[src/rtl/upsr_pkg.sv]
package upsr_pkg;

  typedef enum logic [1:0] {
    RATE_X1   = 2'd0,
    RATE_X2   = 2'd1,
    RATE_X4   = 2'd2,
    RATE_NONE = 2'd3
  } rate_e;

  function automatic logic in_window(input int unsigned period,
                                     input int unsigned nominal,
                                     input int unsigned tol);
    return (period + tol >= nominal) && (period <= nominal + tol);
  endfunction

  // base is the number of master-clock cycles in one output frame
  function automatic rate_e classify_period(input int unsigned period,
                                            input int unsigned base,
                                            input int unsigned tol);
    rate_e res;
    res = RATE_NONE;
    if (in_window(period, base, tol))          res = RATE_X1;
    else if (in_window(period, 2 * base, tol)) res = RATE_X2;
    else if (in_window(period, 4 * base, tol)) res = RATE_X4;
    return res;
  endfunction

endpackage

[src/rtl/upsr_rst_sync.sv]
module upsr_rst_sync (
  input  logic clk,
  input  logic arst_n,
  output logic srst_n
);
  logic meta_q;
  logic sync_q;

  always_ff @(posedge clk or negedge arst_n) begin
    if (!arst_n) begin
      meta_q <= 1'b0;
      sync_q <= 1'b0;
    end else begin
      meta_q <= 1'b1;
      sync_q <= meta_q;
    end
  end

  assign srst_n = sync_q;
endmodule

[src/rtl/upsr_rate_detect.sv]
module upsr_rate_detect
  import upsr_pkg::*;
#(
  parameter int SLOT_W  = 32,
  parameter int TOL     = 2,
  parameter int TIMEOUT = 511
) (
  input  logic  clk,
  input  logic  rst_n,
  input  logic  lrclk,
  output logic  locked,
  output logic  invalid,
  output rate_e factor
);
  localparam int BASE  = 2 * SLOT_W;
  localparam int CNT_W = $clog2(TIMEOUT + 1);

  logic             lr_q, lr_d;
  logic [CNT_W-1:0] cnt_q, cnt_d;
  logic             ref_q, ref_d;
  rate_e            prev_q, prev_d;
  logic             locked_q, locked_d;
  logic             invalid_q, invalid_d;
  rate_e            factor_q, factor_d;

  logic  rise;
  logic  expired;
  rate_e cls;

  always_comb begin
    rise      = lrclk & ~lr_q;
    expired   = (cnt_q == CNT_W'(TIMEOUT));
    cls       = classify_period(32'(cnt_q), BASE, TOL);
    lr_d      = lrclk;
    cnt_d     = expired ? cnt_q : cnt_q + CNT_W'(1);
    ref_d     = ref_q;
    prev_d    = prev_q;
    locked_d  = locked_q;
    invalid_d = invalid_q;
    factor_d  = factor_q;
    if (rise) begin
      cnt_d = CNT_W'(1);
      ref_d = 1'b1;
      if (ref_q) begin
        prev_d    = cls;
        invalid_d = (cls == RATE_NONE);
        if ((cls != RATE_NONE) && (cls == prev_q)) begin
          locked_d = 1'b1;
          factor_d = cls;
        end else begin
          locked_d = 1'b0;
        end
      end
    end else if (expired) begin
      ref_d     = 1'b0;
      prev_d    = RATE_NONE;
      locked_d  = 1'b0;
      invalid_d = 1'b1;
    end
  end

  always_ff @(posedge clk or negedge rst_n) begin
    if (!rst_n) begin
      lr_q      <= 1'b0;
      cnt_q     <= '0;
      ref_q     <= 1'b0;
      prev_q    <= RATE_NONE;
      locked_q  <= 1'b0;
      invalid_q <= 1'b0;
      factor_q  <= RATE_X1;
    end else begin
      lr_q      <= lr_d;
      cnt_q     <= cnt_d;
      ref_q     <= ref_d;
      prev_q    <= prev_d;
      locked_q  <= locked_d;
      invalid_q <= invalid_d;
      factor_q  <= factor_d;
    end
  end

  assign locked  = locked_q;
  assign invalid = invalid_q;
  assign factor  = factor_q;

  // lock is only ever gained on a measured word-select edge
  a_r1_lock_on_edge: assert property (@(posedge clk) disable iff (!rst_n)
    $rose(locked_q) |-> $past(rise));

  // the reported factor holds while the lock holds
  a_r9_factor_hold: assert property (@(posedge clk) disable iff (!rst_n)
    (locked_q && $past(locked_q)) |-> $stable(factor_q));
endmodule

[src/rtl/upsr_deser.sv]
module upsr_deser #(
  parameter int SLOT_W   = 32,
  parameter int SAMPLE_W = 24
) (
  input  logic                clk,
  input  logic                rst_n,
  input  logic                bit_stb,
  input  logic                lrclk,
  input  logic                data,
  output logic                pair_load,
  output logic [SAMPLE_W-1:0] pair_l,
  output logic [SAMPLE_W-1:0] pair_r
);
  localparam int BC_W = $clog2(SLOT_W);

  logic                lrb_q, lrb_d;
  logic                align_q, align_d;
  logic [BC_W-1:0]     bcnt_q, bcnt_d;
  logic [SAMPLE_W-1:0] shr_q, shr_d;
  logic [SAMPLE_W-1:0] left_q, left_d;
  logic                lok_q, lok_d;
  logic [SAMPLE_W-1:0] pl_q, pl_d;
  logic [SAMPLE_W-1:0] pr_q, pr_d;
  logic                load_q, load_d;
  logic [SAMPLE_W-1:0] word;

  always_comb begin
    word    = {shr_q[SAMPLE_W-2:0], data};
    lrb_d   = lrb_q;
    align_d = align_q;
    bcnt_d  = bcnt_q;
    shr_d   = shr_q;
    left_d  = left_q;
    lok_d   = lok_q;
    pl_d    = pl_q;
    pr_d    = pr_q;
    load_d  = 1'b0;
    if (bit_stb) begin
      lrb_d = lrclk;
      if (lrclk != lrb_q) begin
        // this bit closes the previous slot; the MSB follows
        bcnt_d  = '0;
        align_d = 1'b1;
      end else if (align_q) begin
        if (bcnt_q < BC_W'(SAMPLE_W)) begin
          shr_d = word;
          if (bcnt_q == BC_W'(SAMPLE_W - 1)) begin
            if (!lrclk) begin
              left_d = word;
              lok_d  = 1'b1;
            end else if (lok_q) begin
              pl_d   = left_q;
              pr_d   = word;
              load_d = 1'b1;
              lok_d  = 1'b0;
            end
          end
        end
        if (bcnt_q != BC_W'(SLOT_W - 1)) bcnt_d = bcnt_q + BC_W'(1);
      end
    end
  end

  always_ff @(posedge clk or negedge rst_n) begin
    if (!rst_n) begin
      lrb_q   <= 1'b0;
      align_q <= 1'b0;
      bcnt_q  <= '0;
      shr_q   <= '0;
      left_q  <= '0;
      lok_q   <= 1'b0;
      pl_q    <= '0;
      pr_q    <= '0;
      load_q  <= 1'b0;
    end else begin
      lrb_q   <= lrb_d;
      align_q <= align_d;
      bcnt_q  <= bcnt_d;
      shr_q   <= shr_d;
      left_q  <= left_d;
      lok_q   <= lok_d;
      pl_q    <= pl_d;
      pr_q    <= pr_d;
      load_q  <= load_d;
    end
  end

  assign pair_load = load_q;
  assign pair_l    = pl_q;
  assign pair_r    = pr_q;

  // a stereo pair is released only after a left word was captured
  a_r5_pair_after_left: assert property (@(posedge clk) disable iff (!rst_n)
    load_q |-> $past(lok_q));
endmodule

[src/rtl/upsr_ser.sv]
module upsr_ser #(
  parameter int SLOT_W   = 32,
  parameter int SAMPLE_W = 24
) (
  input  logic                clk,
  input  logic                rst_n,
  input  logic                mute,
  input  logic                zero_stuff,
  input  logic                pair_load,
  input  logic [SAMPLE_W-1:0] pair_l,
  input  logic [SAMPLE_W-1:0] pair_r,
  output logic                lrclk,
  output logic                data
);
  localparam int SLOT_B = $clog2(SLOT_W);
  localparam int OC_W   = SLOT_B + 1;
  localparam int IDX_W  = $clog2(SAMPLE_W);

  logic [OC_W-1:0]     oc_q, oc_d;
  logic [SAMPLE_W-1:0] sl_q, sl_d;
  logic [SAMPLE_W-1:0] sr_q, sr_d;
  logic                fresh_q, fresh_d;
  logic                fstart;

  always_comb begin
    fstart  = (oc_q == '0);
    oc_d    = oc_q + OC_W'(1);
    sl_d    = sl_q;
    sr_d    = sr_q;
    fresh_d = fresh_q;
    if (fstart) begin
      fresh_d = 1'b0;
      if (mute || (zero_stuff && !fresh_q)) begin
        sl_d = '0;
        sr_d = '0;
      end else begin
        sl_d = pair_l;
        sr_d = pair_r;
      end
    end
    if (pair_load) fresh_d = 1'b1;
  end

  always_ff @(posedge clk or negedge rst_n) begin
    if (!rst_n) begin
      oc_q    <= '0;
      sl_q    <= '0;
      sr_q    <= '0;
      fresh_q <= 1'b0;
    end else begin
      oc_q    <= oc_d;
      sl_q    <= sl_d;
      sr_q    <= sr_d;
      fresh_q <= fresh_d;
    end
  end

  logic [SLOT_B-1:0]   pos;
  logic [SAMPLE_W-1:0] cur;
  int unsigned         idx;

  always_comb begin
    pos   = oc_q[SLOT_B-1:0];
    lrclk = oc_q[SLOT_B];
    cur   = oc_q[SLOT_B] ? sr_q : sl_q;
    idx   = SAMPLE_W - 32'(pos);
    data  = 1'b0;
    if ((pos != '0) && (32'(pos) <= SAMPLE_W)) data = cur[idx[IDX_W-1:0]];
  end

  // snapshot words change only at an output frame boundary
  a_r8_whole_frames: assert property (@(posedge clk) disable iff (!rst_n)
    (oc_q != '0) |=> ($stable(sl_q) && $stable(sr_q)));

  // word select returns low (left) when a frame wraps
  a_r4_frame_wrap: assert property (@(posedge clk) disable iff (!rst_n)
    (oc_q == OC_W'(2 * SLOT_W - 1)) |=> !lrclk);
endmodule

[src/rtl/i2s_upsampler.sv]
module i2s_upsampler
  import upsr_pkg::*;
#(
  parameter int SLOT_W   = 32,
  parameter int SAMPLE_W = 24,
  parameter int TOL      = 2,
  parameter int TIMEOUT  = 511
) (
  input  logic       clk,
  input  logic       rst_n,
  input  logic       in_bit_stb,
  input  logic       in_lrclk,
  input  logic       in_data,
  input  logic       zero_stuff,
  output logic       out_lrclk,
  output logic       out_data,
  output logic       rate_locked,
  output logic       rate_invalid,
  output logic [1:0] up_factor
);
  logic                srst_n;
  logic                locked_w;
  logic                invalid_w;
  rate_e               factor_w;
  logic                load_w;
  logic [SAMPLE_W-1:0] pl_w;
  logic [SAMPLE_W-1:0] pr_w;

  upsr_rst_sync u_rst (
    .clk    (clk),
    .arst_n (rst_n),
    .srst_n (srst_n)
  );

  upsr_rate_detect #(
    .SLOT_W (SLOT_W),
    .TOL    (TOL),
    .TIMEOUT(TIMEOUT)
  ) u_rate (
    .clk    (clk),
    .rst_n  (srst_n),
    .lrclk  (in_lrclk),
    .locked (locked_w),
    .invalid(invalid_w),
    .factor (factor_w)
  );

  upsr_deser #(
    .SLOT_W  (SLOT_W),
    .SAMPLE_W(SAMPLE_W)
  ) u_deser (
    .clk      (clk),
    .rst_n    (srst_n),
    .bit_stb  (in_bit_stb),
    .lrclk    (in_lrclk),
    .data     (in_data),
    .pair_load(load_w),
    .pair_l   (pl_w),
    .pair_r   (pr_w)
  );

  upsr_ser #(
    .SLOT_W  (SLOT_W),
    .SAMPLE_W(SAMPLE_W)
  ) u_ser (
    .clk       (clk),
    .rst_n     (srst_n),
    .mute      (~locked_w),
    .zero_stuff(zero_stuff),
    .pair_load (load_w),
    .pair_l    (pl_w),
    .pair_r    (pr_w),
    .lrclk     (out_lrclk),
    .data      (out_data)
  );

  assign rate_locked  = locked_w;
  assign rate_invalid = invalid_w;
  assign up_factor    = factor_w;

  // an unrecognised rate never coexists with a lock
  a_r2_invalid_unlocked: assert property (@(posedge clk) disable iff (!srst_n)
    rate_invalid |-> !rate_locked);
endmodule

[config.mk]
export PLATFORM = sky130hd
export DESIGN_NAME = i2s_upsampler
export DESIGN_NICKNAME = d
export VERILOG_FILES = /design/src/rtl/upsr_pkg.sv /design/src/rtl/upsr_rst_sync.sv /design/src/rtl/upsr_rate_detect.sv /design/src/rtl/upsr_deser.sv /design/src/rtl/upsr_ser.sv /design/src/rtl/i2s_upsampler.sv
export SDC_FILE = /design/constraint.sdc
export NUM_CORES = 1
export LEC_CHECK = 0
export ABC_AREA = 1
export CAP_MARGIN = 20
export CORE_UTILIZATION = 40
export DETAILED_ROUTE_END_ITERATION = 10
export PLACE_DENSITY = 0.62
export SYNTH_ARGS = -nofsm -noshare
export SYNTH_HDL_FRONTEND = slang
export SYNTH_SLANG_ARGS = --single-unit
export TNS_END_PERCENT = 10
[constraint.sdc]
create_clock -name clk -period 12.6 [get_ports clk]
set_input_delay 3.15 -clock clk [delete_from_list [all_inputs] [get_ports clk]]
set_output_delay 3.15 -clock clk [all_outputs]
set_load 0.02 [all_outputs]
==> metrics.yaml <==
die:
  core_area_um2: 18800
  dieArea_um2: 19900
  rows: 50
  start_util: 0.411
  fp.dieW_um: 141
  die_y_um: 141
  num_io_pins: 12
min_path:
  min_path_type: "reg -> async"
route:
  drc_errors: 0
  viasPerCell: 4.84
  first_pass_iters: 5
  drt_wl_total_mm: 14.9
  dr.first_iter.drc_count: 285
  dr_total_vias: 5573
  ant_nets: 0
  wl_per_cell_um: 13.0
synthesis:
  synth_edf_count: 0
  ys_seq_area_frac: 0.575
  synthArstFlopShare: 1.00
  syn_inst: 881
  syn_area_um2: 7740
  ys.flop_type: "dfrtp_1"
  ys_warn_count: 0
  synth_fp_nets: 898
  synthDistinctLibCells: 36
  postSynthAreaPerCell_um2: 8.79
  ys_ff_latch: 178
sta:
  finalCritPeriodShare: 0.519
  period_minus_slack_ns: 6.54
  postLayoutSetupSlackWorst_ns: 6.06
  finalSetupViolations: 0
  worst_slew_pin_slew_ns: 0.925
  finalClockSkew_ns: 0.00756
  slew_violations: 0
  relSlewSlack: 0.383
  fin_tns_setup_ns: 0
  rsz0062_at_grt: "false"
  finalHoldViolCount: 0
  fmax_mhz: 153
critical_path:
  critPathSlowestCell: "dfrtp_1"
  path_cells: "inv_1 -> a21oi_1 -> o21ai_0 -> nand3_1 -> nand3_1 -> nand2_1 -> o211ai_1 -> a21oi_1 -> clkdlybuf4s50_1"
  crit_path_max_incr_delay_ns: 0.90
  crit_fanout: 28
  arrival_ns: 3.39
  worstSetupEndpointType: "output pin"
  crit_required_ns: 9.45
  path_buf_inv: 2
  cp-start-kind: "register"
  path_class: "reg -> out"
  crit_family: "buffers and inverters"
cells_and_area:
  fin_util: 0.464
  fin_nets: 896
  num_antenna_cells: 0
  drive_above_1_share: 0.0730
  layout_commonest_cell: "nand2_1"
  syn_to_final_growth_pct: 12.8
  n_fill_cell: 1811
  layout_common_cells: "182 x nand2_1, 175 x dfrtp_1, 157 x o21ai_0"
clocking:
  clkTransAtPathRegs_ns: 0.06
  numCtsBuffers: 17
  clockRootBuffer: "clkbuf_16"
  cts_resized: 0
  htreeDepth: 4
  postCtsSetupBuffers: 0
  cts.sinks: 178
  cts_tree: "yes"
  clock_latency_ns: 0.42
  holdBufCountCts: 0
  cts_buffer_depth: 2
global_route:
  grt_first_pass_wirelength_mm: 26.6
  grt_pass1_vias: 5414
  grtUsageTotal: 0.166
  grt_max_degree: 76
  grt_remaining_overflow: 0
  antenna_found_initial: 0
power_and_ir_drop:
  pwr-share-clk: 0.443
  power_switching_uw: 309
  share_comb_of_total_power: 0.072
  swShare: 0.240
  leakage_nw: 4.01
  internal_power_uw: 980
  powerDensity_nw_per_um2: 148
  p_seq_frac: 0.485
  ir_drop_mv: 0.0896
placed_design:
  port_buffers: 11
  gp_congestion: 0.846
  place_ws_ns: 6.52
  hpwl_mm: 9.44
job:
  maxCapViolCount: 0
run_status:
  status: "completed"
==> through the flow <==
step           total power [mW]  cell area [um^2]  cells  hold WS [ns]
2_1_floorplan             0.697              7740    881         0.331
3_3_place_gp              0.728              8100   1120         0.338
3_5_place_dp              0.729              8100   1120         0.343
4_1_cts                    1.30              8740   1151         0.356
5_1_grt                    1.35              8740   1151         0.352
6_report                   1.29              8740   1151         0.347
==> worst paths after layout <==
check	startpoint	to	slack, ns	cells past startpoint
hold reg to reg	u_rst.srst_n$_DFF_PN0_	u_deser.pair_r[11]$_DFFE_PN0P_	0.35	0
hold / removal	u_rst.srst_n$_DFF_PN0_	u_deser.pair_r[11]$_DFFE_PN0P_	0.35	0
min in group clk	u_rst.meta_q$_DFF_PN0_	u_rst.srst_n$_DFF_PN0_	0.35	0
max in group asynchronous	rst_n	u_rst.srst_n$_DFF_PN0_	9.58	1
setup reg to reg	u_ser.oc_q[0]$_DFF_PN0_	u_ser.sl_q[22]$_DFFE_PN0P_	10.10	9
setup / recovery	u_ser.oc_q[5]$_DFF_PN0_	out_data	6.06	9
==> final cells by class <==
class	instances	area [um^2]	area share
sequential	178	4460	0.510
tap	260	325	0.0372
inverter	115	432	0.0494
timing repair buffer	19	170	0.0195
multi-input combinational	548	2710	0.310
clock buffer	18	429	0.0491
clock inverter	13	210	0.0241
==> synth_stat cells (2+ instances only) <==
master | number | area share
a21oi_1 | 34 | 0.022
a31oi_1 | 4 | 0.0032
buf_1 | 2 | 0.00097
buf_2 | 7 | 0.0045
clkbuf_1 | 31 | 0.015
dfrtp_1 | 176 | 0.57
dfstp_2 | 2 | 0.0068
ha_1 | 11 | 0.018
inv_1 | 111 | 0.054
inv_2 | 3 | 0.0015
nand2_1 | 183 | 0.089
nand2_2 | 9 | 0.0073
nand3_1 | 86 | 0.056
nand3b_1 | 2 | 0.0019
nand4_1 | 4 | 0.0032
nor2_1 | 20 | 0.0097
nor2_2 | 2 | 0.0016
nor2_4 | 3 | 0.0044
nor3_1 | 9 | 0.0058
nor4_1 | 2 | 0.0016
o211ai_1 | 3 | 0.0029
o21ai_0 | 157 | 0.10
o21ai_1 | 2 | 0.0013
xor2_1 | 6 | 0.0068
==> state kept, by name, indices dropped and copies added, names as in the netlist, 2 cells and up <==
signal,cells
u_deser.bcnt_q,5
u_rate.cnt_q,9
u_rate.factor,2
u_deser.left_q,24
u_deser.pair_l,24
u_deser.pair_r,24
u_ser.sr_q,24
u_ser.oc_q,6
u_rate.prev_q,2
u_ser.sl_q,24
u_deser.shr_q,23
==> power groups by stage <==
| stage | logic [mW] | clock network (mW) | registers (mW) |
|---|---|---|---|
| after floorplan | 0.0595 | 0 | 0.637 |
| final | 0.0923 | 0.571 | 0.625 |
| after CTS | 0.0940 | 0.585 | 0.625 |
| after detailed placement | 0.0931 | 0 | 0.636 |
| after global routing | 0.108 | 0.611 | 0.630 |
| after global placement | 0.0925 | 0 | 0.636 |
==> layer usage <==
metal	global-route usage	share of wire	vias up
met4	0.0481	0.0062	0
met1	0.237	0.51	2647
met2	0.253	0.45	68
met5	0	0	-
li1	-	-	2852
met3	0.0377	0.025	6
==> cell families after synthesis <==
| family | after synthesis | share of synthesized area |
|---|---|---|
| buffers and inverters | 155 | 0.0763 |
| flip-flops | 178 | 0.575 |
| XOR/XNOR | 6 | 0.00679 |
| AO/OA/AOI/OAI | 207 | 0.138 |
| other | 1 | 0.000484 |
| AND/OR/NAND/NOR | 323 | 0.185 |
| adder cells (fa/ha/maj) | 11 | 0.0178 |
Note: power is estimated with default switching activity, not from simulation.
